[config.mk]
export PLATFORM = sky130hd
export DESIGN_NAME = ddr2b_ctrl
export DESIGN_NICKNAME = d
export VERILOG_FILES = /design/src/rtl/ddr2b_pkg.sv /design/src/rtl/ddr2b_cmd_issue.sv /design/src/rtl/ddr2b_rd_track.sv /design/src/rtl/ddr2b_ctrl.sv
export SDC_FILE = /design/constraint.sdc
export NUM_CORES = 1
export LEC_CHECK = 0
export BUFFER_PORTS_ARGS = -buffer_cell sky130_fd_sc_hd__buf_4
export CAP_MARGIN = 0
export CORE_UTILIZATION = 32
export DETAILED_ROUTE_END_ITERATION = 10
export PLACE_DENSITY_LB_ADDON = 0.12
export SLEW_MARGIN = 10
export SYNTH_ARGS = -nofsm -noshare
export SYNTH_HDL_FRONTEND = slang
export SYNTH_SLANG_ARGS = --single-unit
[constraint.sdc]
create_clock -name clk -period 1.5 [get_ports clk]
set_clock_uncertainty 0.15 [all_clocks]
set_input_delay 0.075 -clock clk [delete_from_list [all_inputs] [get_ports clk]]
set_output_delay 0.075 -clock clk [all_outputs]
set_load 0.005 [all_outputs]
[src/rtl/ddr2b_pkg.sv]
package ddr2b_pkg;

  // First read-shift stage whose read would meet a write accepted now.
  // The write drives the port one cycle after accept; the read beats arrive
  // RD_LAT cycles after their command; one spare cycle on each side.
  function automatic int turn_lo(input int rd_lat);
    return (rd_lat >= 2) ? rd_lat - 2 : 0;
  endfunction

  // Cycles between accept and the response valid flag.
  function automatic int rsp_delay(input int rd_lat);
    return rd_lat + 2;
  endfunction

endpackage

[src/rtl/ddr2b_cmd_issue.sv]
module ddr2b_cmd_issue #(
  parameter int AW    = 6,
  parameter int DW    = 18,
  parameter int LANES = 2
) (
  input  logic               clk,
  input  logic               rst_n,
  input  logic               acc,
  input  logic               wr,
  input  logic [AW-1:0]      addr,
  input  logic [2*DW-1:0]    wdata,
  input  logic [2*LANES-1:0] wbe,
  output logic               ld_n,
  output logic               rd,
  output logic [AW-1:0]      addr_o,
  output logic [LANES-1:0]   bwn_rise,
  output logic [LANES-1:0]   bwn_fall,
  output logic [DW-1:0]      wd_rise,
  output logic [DW-1:0]      wd_fall,
  output logic               wd_oe
);

  logic wcmd;
  assign wcmd = acc & wr;

  always_ff @(posedge clk) begin
    if (!rst_n) begin
      ld_n     <= 1'b1;
      rd       <= 1'b1;
      addr_o   <= '0;
      bwn_rise <= '1;
      bwn_fall <= '1;
      wd_rise  <= '0;
      wd_fall  <= '0;
      wd_oe    <= 1'b0;
    end else begin
      ld_n  <= ~acc;
      rd    <= acc ? ~wr : 1'b1;
      wd_oe <= wcmd;
      if (acc) addr_o <= addr;
      if (wcmd) begin
        bwn_rise <= ~wbe[LANES-1:0];
        bwn_fall <= ~wbe[2*LANES-1:LANES];
        wd_rise  <= wdata[DW-1:0];
        wd_fall  <= wdata[2*DW-1:DW];
      end else begin
        bwn_rise <= '1;
        bwn_fall <= '1;
      end
    end
  end

endmodule

[src/rtl/ddr2b_rd_track.sv]
module ddr2b_rd_track #(
  parameter int DW     = 18,
  parameter int RD_LAT = 2
) (
  input  logic            clk,
  input  logic            rst_n,
  input  logic            rd_issue,
  input  logic [DW-1:0]   q_rise,
  input  logic [DW-1:0]   q_fall,
  output logic            wr_block,
  output logic            rd_due,
  output logic            rsp_valid,
  output logic [2*DW-1:0] rsp_rdata
);

  localparam int LO = ddr2b_pkg::turn_lo(RD_LAT);

  // Stage k is high k cycles after a read command was on the pins.
  logic [RD_LAT:0] rd_sh;
  logic [RD_LAT:0] win;

  always_ff @(posedge clk) begin
    if (!rst_n) rd_sh <= '0;
    else        rd_sh <= {rd_sh[RD_LAT-1:0], rd_issue};
  end

  for (genvar k = 0; k <= RD_LAT; k++) begin : g_win
    if (k >= LO) begin : g_on
      assign win[k] = rd_sh[k];
    end else begin : g_off
      assign win[k] = 1'b0;
    end
  end

  assign wr_block = |win;
  assign rd_due   = rd_sh[RD_LAT];

  always_ff @(posedge clk) begin
    if (!rst_n) begin
      rsp_valid <= 1'b0;
      rsp_rdata <= '0;
    end else begin
      rsp_valid <= rd_due;
      if (rd_due) rsp_rdata <= {q_fall, q_rise};
    end
  end

endmodule

[src/rtl/ddr2b_ctrl.sv]
module ddr2b_ctrl #(
  parameter int AW     = 6,
  parameter int DW     = 18,
  parameter int LANES  = 2,
  parameter int RD_LAT = 2
) (
  input  logic               clk,
  input  logic               rst_n,
  input  logic               req_valid,
  output logic               req_ready,
  input  logic               req_write,
  input  logic [AW-1:0]      req_addr,
  input  logic [2*DW-1:0]    req_wdata,
  input  logic [2*LANES-1:0] req_wbe,
  output logic               rsp_valid,
  output logic [2*DW-1:0]    rsp_rdata,
  output logic               mem_ld_n,
  output logic               mem_rd,
  output logic [AW-1:0]      mem_addr,
  output logic [LANES-1:0]   mem_bwn_rise,
  output logic [LANES-1:0]   mem_bwn_fall,
  output logic [DW-1:0]      mem_wd_rise,
  output logic [DW-1:0]      mem_wd_fall,
  output logic               mem_wd_oe,
  input  logic [DW-1:0]      mem_rq_rise,
  input  logic [DW-1:0]      mem_rq_fall
);

  // Named events for the checker.
  logic acc_w;
  logic rd_issue_w;
  logic wr_block_w;
  logic rd_due_w;

  assign req_ready  = ~(req_write & wr_block_w);
  assign acc_w      = req_valid & req_ready;
  assign rd_issue_w = acc_w & ~req_write;

  ddr2b_cmd_issue #(.AW(AW), .DW(DW), .LANES(LANES)) cmd_i (
    .clk      (clk),
    .rst_n    (rst_n),
    .acc      (acc_w),
    .wr       (req_write),
    .addr     (req_addr),
    .wdata    (req_wdata),
    .wbe      (req_wbe),
    .ld_n     (mem_ld_n),
    .rd       (mem_rd),
    .addr_o   (mem_addr),
    .bwn_rise (mem_bwn_rise),
    .bwn_fall (mem_bwn_fall),
    .wd_rise  (mem_wd_rise),
    .wd_fall  (mem_wd_fall),
    .wd_oe    (mem_wd_oe)
  );

  ddr2b_rd_track #(.DW(DW), .RD_LAT(RD_LAT)) trk_i (
    .clk       (clk),
    .rst_n     (rst_n),
    .rd_issue  (rd_issue_w),
    .q_rise    (mem_rq_rise),
    .q_fall    (mem_rq_fall),
    .wr_block  (wr_block_w),
    .rd_due    (rd_due_w),
    .rsp_valid (rsp_valid),
    .rsp_rdata (rsp_rdata)
  );

endmodule

==> impl_metrics.yaml, run 1 <==
run_status:
  status: "finished, final reports clean"
synthesis:
  ys_types: 16
  netlist_instances: 327
  syn_avg_cell_area_sq_um: 10.4
  ys_seq_elements: 89
  seq_area_frac_synth: 0.526
  yosys_warnings: 0
  synth_nets: 413
  netlist_area_sq_um: 3380
floorplan:
  rows: 37
  dieHeight_um: 105
  die-area_sq_um: 11000
  core_sq_um: 10300
  start_util: 0.329
  die_x_um: 105
  boundaryPins: 173
cells_and_area:
  diodes: 0
  nNetsFinal: 665
  final_util: 0.569
  layout_common_cells: "buf_4 (174), nand2_1 (90), dfxtp_1 (88)"
  layout-drive-gt1-share: 0.348
  area_delta_synth_final_pct: 72.7
  layout_commonest_cell: "buf_4"
  fill_cells: 907
sta:
  fmax_mhz: 694
  hold_viol_final: 0
  finalMaxSlewViolations: 0
  layout_worst_path_cycle_share: 0.961
  worst_slew_pin_slew_ps: 388
  maxSlewHeadroom: 0.741
  rsz0062_at_grt: "yes"
  setup_violations: 0
  period_minus_slack_ps: 1440
  whs_ps: 31.8
  tns_ps: 0
clocking:
  cts_buffers: 9
  cts_root_buf: "clkbuf_8"
  cts_buffer_depth: 2
  htreeDepth: 3
  cts_tree: "yes"
  clk_pin_slew_ps: 90
  clk_latency_ps: 350
  clock_sinks: 89
critical_path:
  crit_chain: "nor3_4, and3_4, buf_12, mux2i_2"
  crit_fanout: 13
  crit_path_start: "trk_i.rd_sh[2]$_SDFF_PN0_"
  cpPeakStageDelay_ps: 370
  worst_ep_arrival_time_ps: 1560
  crit_type: "reg2reg"
  slowest_stage: "dfxtp_2"
  end_kind: "register"
  r2r-start: "trk_i.rd_sh[2]$_SDFF_PN0_"
  crit_required_ps: 1620
  start_kind: "register"
hold_path:
  worstHoldStart: "rst_n"
  hold_path_class: "in2reg"
route:
  wl_per_cell_um: 12.2
  via_per_inst: 4.17
  postRouteWirelength_mm: 8.81
  vias: 2999
  drc: 0
  postRouteAntennaNets: 0
  drt_pass1_iterations: 4
  drt_first_iter_violations: 113
pwr:
  powerDensity_nw_per_um2: 819
  peakVddDrop_mv: 0.396
  leakagePower_nw: 2.53
global_route:
  grt_max_degree: 54
  grt_pass1_wl_mm: 14.3
  grt_use_total: 0.161
  grt-ovfl-total: 0
  grt_pass1_vias: 3075
  antenna_found_initial: 0
placement:
  gp_congestion: 0.717
  dp_hpwl_mm: 5.39
  numPortBuffers: 172
run:
  drv_cap: 0
## power by group
| group | internal (W) | total, W | switching, W |
|---|---|---|---|
| combinational | 0.000504 | 0.000759 | 0.000255 |
| sequential | 0.00244 | 0.00249 | 0.0000433 |
| clock | 0.000702 | 0.00154 | 0.000839 |
## path summary, 6_finish.rpt
path                            depth (start not counted)  slack [ps]                              end
worst min register to register                          2         310   cmd_i.wd_rise[11]$_SDFFE_PN0P_
worst min-delay path                                    2          30  trk_i.rsp_rdata[1]$_SDFFE_PN0P_
worst max-delay path                                    4          60    cmd_i.wd_rise[3]$_SDFFE_PN0P_
worst max register to register                          4          60    cmd_i.wd_rise[3]$_SDFFE_PN0P_
## Yosys cell counts
library cell / n / area share
buf_6: 2 / 0.0067
buf_12: 4 / 0.024
inv_2: 1 / 0.0011
dfxtp_1: 89 / 0.53
clkbuf_1: 11 / 0.012
buf_2: 3 / 0.0044
mux2i_1: 78 / 0.23
and4_1: 1 / 0.0026
buf_4: 4 / 0.0089
nor2_1: 1 / 0.0011
nand2_1: 90 / 0.10
and3_4: 1 / 0.0033
nor2b_1: 36 / 0.067
nor3_2: 1 / 0.0030
o31ai_1: 1 / 0.0022
and2_1: 4 / 0.0074
## through the flow
step | setup slack (ps) | cells | area [sq um] | total power (W)
global route | -19.6 | 720 | 5840 | 0.00503
global placement | 123 | 618 | 4770 | 0.00311
CTS | 40.8 | 719 | 5810 | 0.00485
floorplan | 167 | 327 | 3380 | 0.00279
detailed placement | 56.0 | 618 | 4770 | 0.00311
finish | 58.3 | 720 | 5840 | 0.00479
## logic make-up after synthesis
group / count (synthesis) / synth area share
buffers and inverters: 25 / 0.0569
muxes: 78 / 0.231
AOI/OAI and AO/OA: 1 / 0.00222
and+or+nand+nor: 134 / 0.184
DFF: 89 / 0.526
## worst max-delay path, delay by kind of cell (launching register included)
family | cells | cell delay, ps
and+or+nand+nor | 2 | 460
DFF | 1 | 370
muxes | 1 | 210
buffers and inverters | 1 | 170
## layout make-up
class	instances	area (sq um)	area share
well taps	136	170	0.0291
inverters	1	3.75	0.000642
flip-flops and latches	89	1780	0.305
clock inverters	5	38.8	0.00664
multi-input cells	213	1430	0.244
clock buffers	11	151	0.0259
repair buffers	265	2270	0.388
## flip-flops by register name, indices dropped and copies added (netlist names)
| signal | cells |
|---|---|
| cmd_i.rd | 1 |
| cmd_i.wd_fall | 18 |
| cmd_i.bwn_fall | 2 |
| trk_i.rsp_valid | 1 |
| cmd_i.bwn_rise | 2 |
| cmd_i.wd_rise | 18 |
| cmd_i.ld_n | 1 |
| cmd_i.wd_oe | 1 |
| trk_i.rd_sh | 3 |
| trk_i.rsp_rdata | 36 |
| cmd_i.addr_o | 6 |
## routing by layer
metal	GRT usage	part of all wire	up-vias
met2	0.268	0.44	123
met4	0.0493	0.014	0
li1	-	-	1554
met1	0.195	0.46	1311
met5	0	0	-
met3	0.0586	0.085	11
## repair_timing
action | CTS | global route
setup endpoints to repair | 0 | 21
hold buffers | 85 | 0
gates resized for setup | 0 | 5
endpoints found under the hold margin | 84 | 0
buffers inserted | 0 | 1
No activity file was read; power rests on OpenSTA's default activity.
==> run 2: changes to the inputs <==
Settings changed: CELL_PAD_IN_SITES_DETAIL_PLACEMENT set to 1, CELL_PAD_IN_SITES_GLOBAL_PLACEMENT set to 2, CORE_MARGIN set to 4, CORE_UTILIZATION 32 to 26.
==> run 2 against run 1 <==
Cell count grew 4.9%. Critical path type unchanged. Worst hold slack lost 17 ps. Wire length grew 19%.
==> impl_metrics.yaml, run 2 (synthesized netlist as in run 1, its figures left out) <==
floorplan:
  start_util: 0.267
  die-area_sq_um: 14900
  core_sq_um: 12700
  die_x_um: 122
  rows: 41
  boundaryPins: 173
  dieHeight_um: 122
route:
  postRouteAntennaNets: 0
  postRouteWirelength_mm: 10.5
  drc: 0
  drt_pass1_iterations: 4
  drt_first_iter_violations: 74
  via_per_inst: 4.15
  wl_per_cell_um: 13.9
  vias: 3132
global_route:
  grt-ovfl-total: 0
  grt_use_total: 0.136
  grt_pass1_vias: 3226
  antenna_found_initial: 0
  grt_pass1_wl_mm: 16.2
  grt_max_degree: 48
critical_path:
  slowest_stage: "dfxtp_2"
  end_kind: "register"
  cpPeakStageDelay_ps: 360
  crit_buf_inv: 1
  start_kind: "register"
  r2r-start: "trk_i.rd_sh[2]$_SDFF_PN0_"
  crit_required_ps: 1610
  crit_type: "reg2reg"
  r2r_slack_ps: 90
  r2r-end: "cmd_i.addr_o[5]$_SDFFE_PN0N_"
  crit_chain: "o31ai_1, and2_1, buf_12, mux2i_1"
  crit_fanout: 7
  ff2ff_path_depth: 4
  critical-path-top-delay-family: "flip-flops"
  worst_ep_arrival_time_ps: 1520
clocking:
  cts_setup_buffers: 0
  clk_latency_ps: 340
  cts_buffers: 9
  htreeDepth: 3
  cts_tree: "yes"
  clk_pin_slew_ps: 70
  clock_sinks: 89
  cts_root_buf: "clkbuf_16"
  cts_buffer_depth: 2
cells_and_area:
  layout-drive-gt1-share: 0.340
  largest_register: "trk_i.rsp_rdata"
  layout_commonest_cell: "buf_4"
  largest_register_ffs: 36
  fill_cells: 1408
  nNetsFinal: 664
  diodes: 0
  area_delta_synth_final_pct: 77.3
  postLayoutCellArea_sq_um: 6000
  reg_top3: "trk_i.rsp_rdata (36), cmd_i.wd_fall (18), cmd_i.wd_rise (18)"
  layout_common_cells: "buf_4 (173), nand2_1 (90), dfxtp_1 (88)"
run:
  drv_cap: 0
sta:
  final.setup.worst_slack_ps: 86.3
  tns_ps: 0
  setup_violations: 0
  layout_worst_path_cycle_share: 0.942
  rsz0062_at_grt: "yes"
  whs_ps: 14.3
  period_minus_slack_ps: 1410
  maxSlewHeadroom: 0.790
  worst_slew_pin_slew_ps: 315
  hold_viol_final: 0
  fmax_mhz: 707
  finalMaxSlewViolations: 0
pwr:
  p_total_w: 0.00554
  powerDensity_nw_per_um2: 922
  leakagePower_nw: 2.57
  peakVddDrop_mv: 0.433
placement:
  placed_cell_area_sq_um: 4830
  gp_congestion: 0.684
  numPortBuffers: 172
  place_ws_ps: 64.4
  dp_hpwl_mm: 6.79
run_status:
  status: "finished, final reports clean"
hold_path:
  worstHoldStart: "rst_n"
  min_to: "trk_i.rsp_rdata[15]$_SDFFE_PN0P_"
  hold_depth: 2
  hold_path_class: "in2reg"
[run 2: cell count changes in the layout (fill, tap and decap cells not counted), sizes merged]
| cell | before | now |
|---|---|---|
| inv | 2 | 1 |
| bufinv | 0 | 1 |
| clkbuf | 11 | 13 |
| clkinv | 3 | 0 |
| dlygate4sd3 | 85 | 84 |
| clkinvlp | 1 | 3 |
| buf | 180 | 179 |
[run 2: report_power, final]
| group | leakage (nW) | switching [W] | internal (W) |
|---|---|---|---|
| sequential | 0.724 | 0.0000444 | 0.00245 |
| clock | 0.135 | 0.000935 | 0.00134 |
| combinational | 1.71 | 0.000264 | 0.000509 |
| total | 2.57 | 0.00124 | 0.00429 |
[run 2: timing repair]
item / 4_1_cts / 5_1_grt
resized for setup: 0 / 1
endpoints found under the hold margin: 83 / 0
endpoints found under the setup margin: 0 / 12
hold buffers: 84 / 0
[run 2: routing by layer]
metal | wire (um) | track usage | share of wire
met5 | 0 | 0 | 0
met4 | 248 | 0.0658 | 0.024
met3 | 785 | 0.0418 | 0.075
met2 | 4840 | 0.214 | 0.46
met1 | 4610 | 0.170 | 0.44
[run 2: layout make-up]
type	instances	area [sq um]	share of cell area
clock buffer	12	246	0.0411
multi-input combinational	213	1420	0.236
tap	172	215	0.0359
sequential	89	1780	0.297
clock inverter	4	52.6	0.00876
timing repair buffer	264	2280	0.381
inverter	1	3.75	0.000625
[run 2: metrics by stage]
stage / utilization / std cells
floorplan: - / 327
global placement: 0.381 / 654
detailed placement: 0.381 / 654
CTS: 0.471 / 754
global route: 0.474 / 755
finish: 0.474 / 755
[run 2: worst max-delay path by stage]
stage | startpoint | depth (start not counted) | slack [ps] | to
3_5_place_dp | trk_i.rd_sh[2]$_SDFF_PN0_ | 4 | 60 | cmd_i.wd_rise[7]$_SDFFE_PN0P_
4_1_cts | trk_i.rd_sh[2]$_SDFF_PN0_ | 4 | 50 | cmd_i.wd_rise[7]$_SDFFE_PN0P_
6_report | trk_i.rd_sh[2]$_SDFF_PN0_ | 4 | 90 | cmd_i.addr_o[5]$_SDFFE_PN0N_
5_1_grt | trk_i.rd_sh[2]$_SDFF_PN0_ | 4 | -4 | cmd_i.addr_o[5]$_SDFFE_PN0N_
2_1_floorplan | trk_i.rd_sh[2]$_SDFF_PN0_ | 5 | 170 | cmd_i.wd_fall[0]$_SDFFE_PN0P_
3_3_place_gp | trk_i.rd_sh[2]$_SDFF_PN0_ | 4 | 120 | cmd_i.wd_fall[4]$_SDFFE_PN0P_
==> run 3: changes to the inputs <==
Settings changed: BUFFER_PORTS_ARGS -buffer_cell sky130_fd_sc_hd__buf_4 to -buffer_cell sky130_fd_sc_hd__buf_2.
==> run 3 against run 2 <==
Cell area down 6.8%. Sequential power barely moved. Largest cell class unchanged. Worst setup slack worse by 5.3 ps. Critical path depth did not move. Clock power about the same. Flip-flop and latch count unchanged. Total power shrank 1.9%. Highest routed layer unchanged. Combinational power decreased by 12%. Maximum frequency fell by 0.38%.
==> impl_metrics.yaml, run 3 (synthesized netlist as in run 1, its figures left out) <==
run_status:
  status: "finished, final reports clean"
placement:
  dp.cells: 654
  place_ws_ps: 44.9
  gp_congestion: 0.709
  numPortBuffers: 172
  dp_hpwl_mm: 6.78
route:
  vias: 3095
  drc: 0
  postRouteWirelength_mm: 10.3
  postRouteAntennaNets: 0
  drt_pass1_iterations: 3
  drt_first_iter_violations: 127
  wl_per_cell_um: 13.7
  via_per_inst: 4.10
cells_and_area:
  fill_cells: 1465
  diodes: 0
  layout-drive-gt1-share: 0.345
  nNetsFinal: 665
  multi_input_area_sq_um: 1430
  reg_top3: "trk_i.rsp_rdata (36), cmd_i.wd_fall (18), cmd_i.wd_rise (18)"
  seq_area_sq_um: 1780
  instances_no_fill: 755
  layout_common_cells: "buf_2 (171), nand2_1 (90), dfxtp_1 (88)"
  layout_commonest_cell: "buf_2"
  area_delta_synth_final_pct: 65.3
  final_util: 0.441
  largest_register_ffs: 36
  largest_register: "trk_i.rsp_rdata"
sta:
  final.setup.worst_slack_ps: 80.9
  rsz0062_at_grt: "yes"
  finalMaxSlewViolations: 0
  period_minus_slack_ps: 1420
  layout_worst_path_cycle_share: 0.946
  tns_ps: 0
  maxSlewHeadroom: 0.544
  hold_viol_final: 0
  fmax_mhz: 705
  worst_slew_pin_slew_ps: 682
  setup_violations: 0
floorplan:
  core_sq_um: 12700
  dieHeight_um: 122
  boundaryPins: 173
  die-area_sq_um: 14900
  die_x_um: 122
  start_util: 0.267
  rows: 41
clocking:
  cts_root_buf: "clkbuf_16"
  clk_latency_ps: 340
  htreeDepth: 3
  clk_pin_slew_ps: 60
  clock_sinks: 89
  cts_buffer_depth: 2
  cts_buffers: 9
  cts_tree: "yes"
run:
  drv_cap: 0
critical_path:
  crit_fanout: 13
  start_kind: "register"
  crit_type: "reg2reg"
  end_kind: "register"
  worst_ep_arrival_time_ps: 1530
  crit_required_ps: 1610
pwr:
  p_clk_frac: 0.417
  p_sw_w: 0.00120
  peakVddDrop_mv: 0.409
  intPower_w: 0.00423
  pwr-share-comb: 0.125
  pwr-share-seq: 0.458
  p_sw_frac: 0.221
  leakagePower_nw: 2.50
  powerDensity_nw_per_um2: 970
global_route:
  grt_use_total: 0.143
  grt_pass1_wl_mm: 16.8
  grt-ovfl-total: 0
  antenna_found_initial: 0
  grt_max_degree: 53
  grt_pass1_vias: 3338
hold_path:
  hold_path_class: "in2reg"
run 3: final timing paths:
kind,depth (start not counted),from,slack (ps),to
max,4,trk_i.rd_sh[2]$_SDFF_PN0_,80,cmd_i.wd_fall[14]$_SDFFE_PN0P_
min,2,req_valid,20,cmd_i.wd_oe$_SDFF_PN0_
max reg2reg,4,trk_i.rd_sh[2]$_SDFF_PN0_,80,cmd_i.wd_fall[14]$_SDFFE_PN0P_
min reg2reg,2,cmd_i.wd_fall[17]$_SDFFE_PN0P_,300,cmd_i.wd_fall[17]$_SDFFE_PN0P_
run 3: layout make-up:
| class | count | area share |
|---|---|---|
| clock buffer | 12 | 0.0459 |
| timing repair buffer | 265 | 0.333 |
| inverter | 1 | 0.000671 |
| tap | 172 | 0.0385 |
| clock inverter | 3 | 0.00716 |
| sequential | 89 | 0.319 |
| multi-input combinational | 213 | 0.256 |
run 3: metal layers:
metal | track usage | up-vias | part of all wire
li1 | - | 1557 | -
met1 | 0.169 | 1405 | 0.43
met2 | 0.230 | 117 | 0.46
met3 | 0.0539 | 16 | 0.087
met4 | 0.0651 | 0 | 0.025
met5 | 0 | - | 0
run 3: critical path: stages (launching register included):
cell,delay [ps]
dfxtp_2,360
nor3_4,190
and3_4,260
buf_12,170
mux2i_2,210
run 3: stage by stage:
step | cell area [sq um] | total power, W | hold slack, ps
after CTS | 5570 | 0.00552 | 16.5
after global placement | 4420 | 0.00303 | 87.5
after global routing | 5590 | 0.00571 | 26.5
final | 5590 | 0.00543 | 23.4
after detailed placement | 4420 | 0.00303 | 90.4
after floorplan | 3380 | 0.00279 | -13.1
run 3: power groups by stage:
stage                     registers [W]  clock network (W)  logic [W]
after floorplan                 0.00254                  0   0.000244
after global placement          0.00254                  0   0.000490
after detailed placement        0.00254                  0   0.000498
after CTS                       0.00249            0.00236   0.000678
after global routing            0.00249            0.00247   0.000750
final                           0.00249            0.00227   0.000677
run 3: repair_timing:
action / 4_1_cts / 5_1_grt
hold buffers: 86 / 0
resized for setup: 0 / 5
endpoints found under the hold margin: 83 / 0
endpoints found under the setup margin: 0 / 15
buffers inserted: 0 / 0
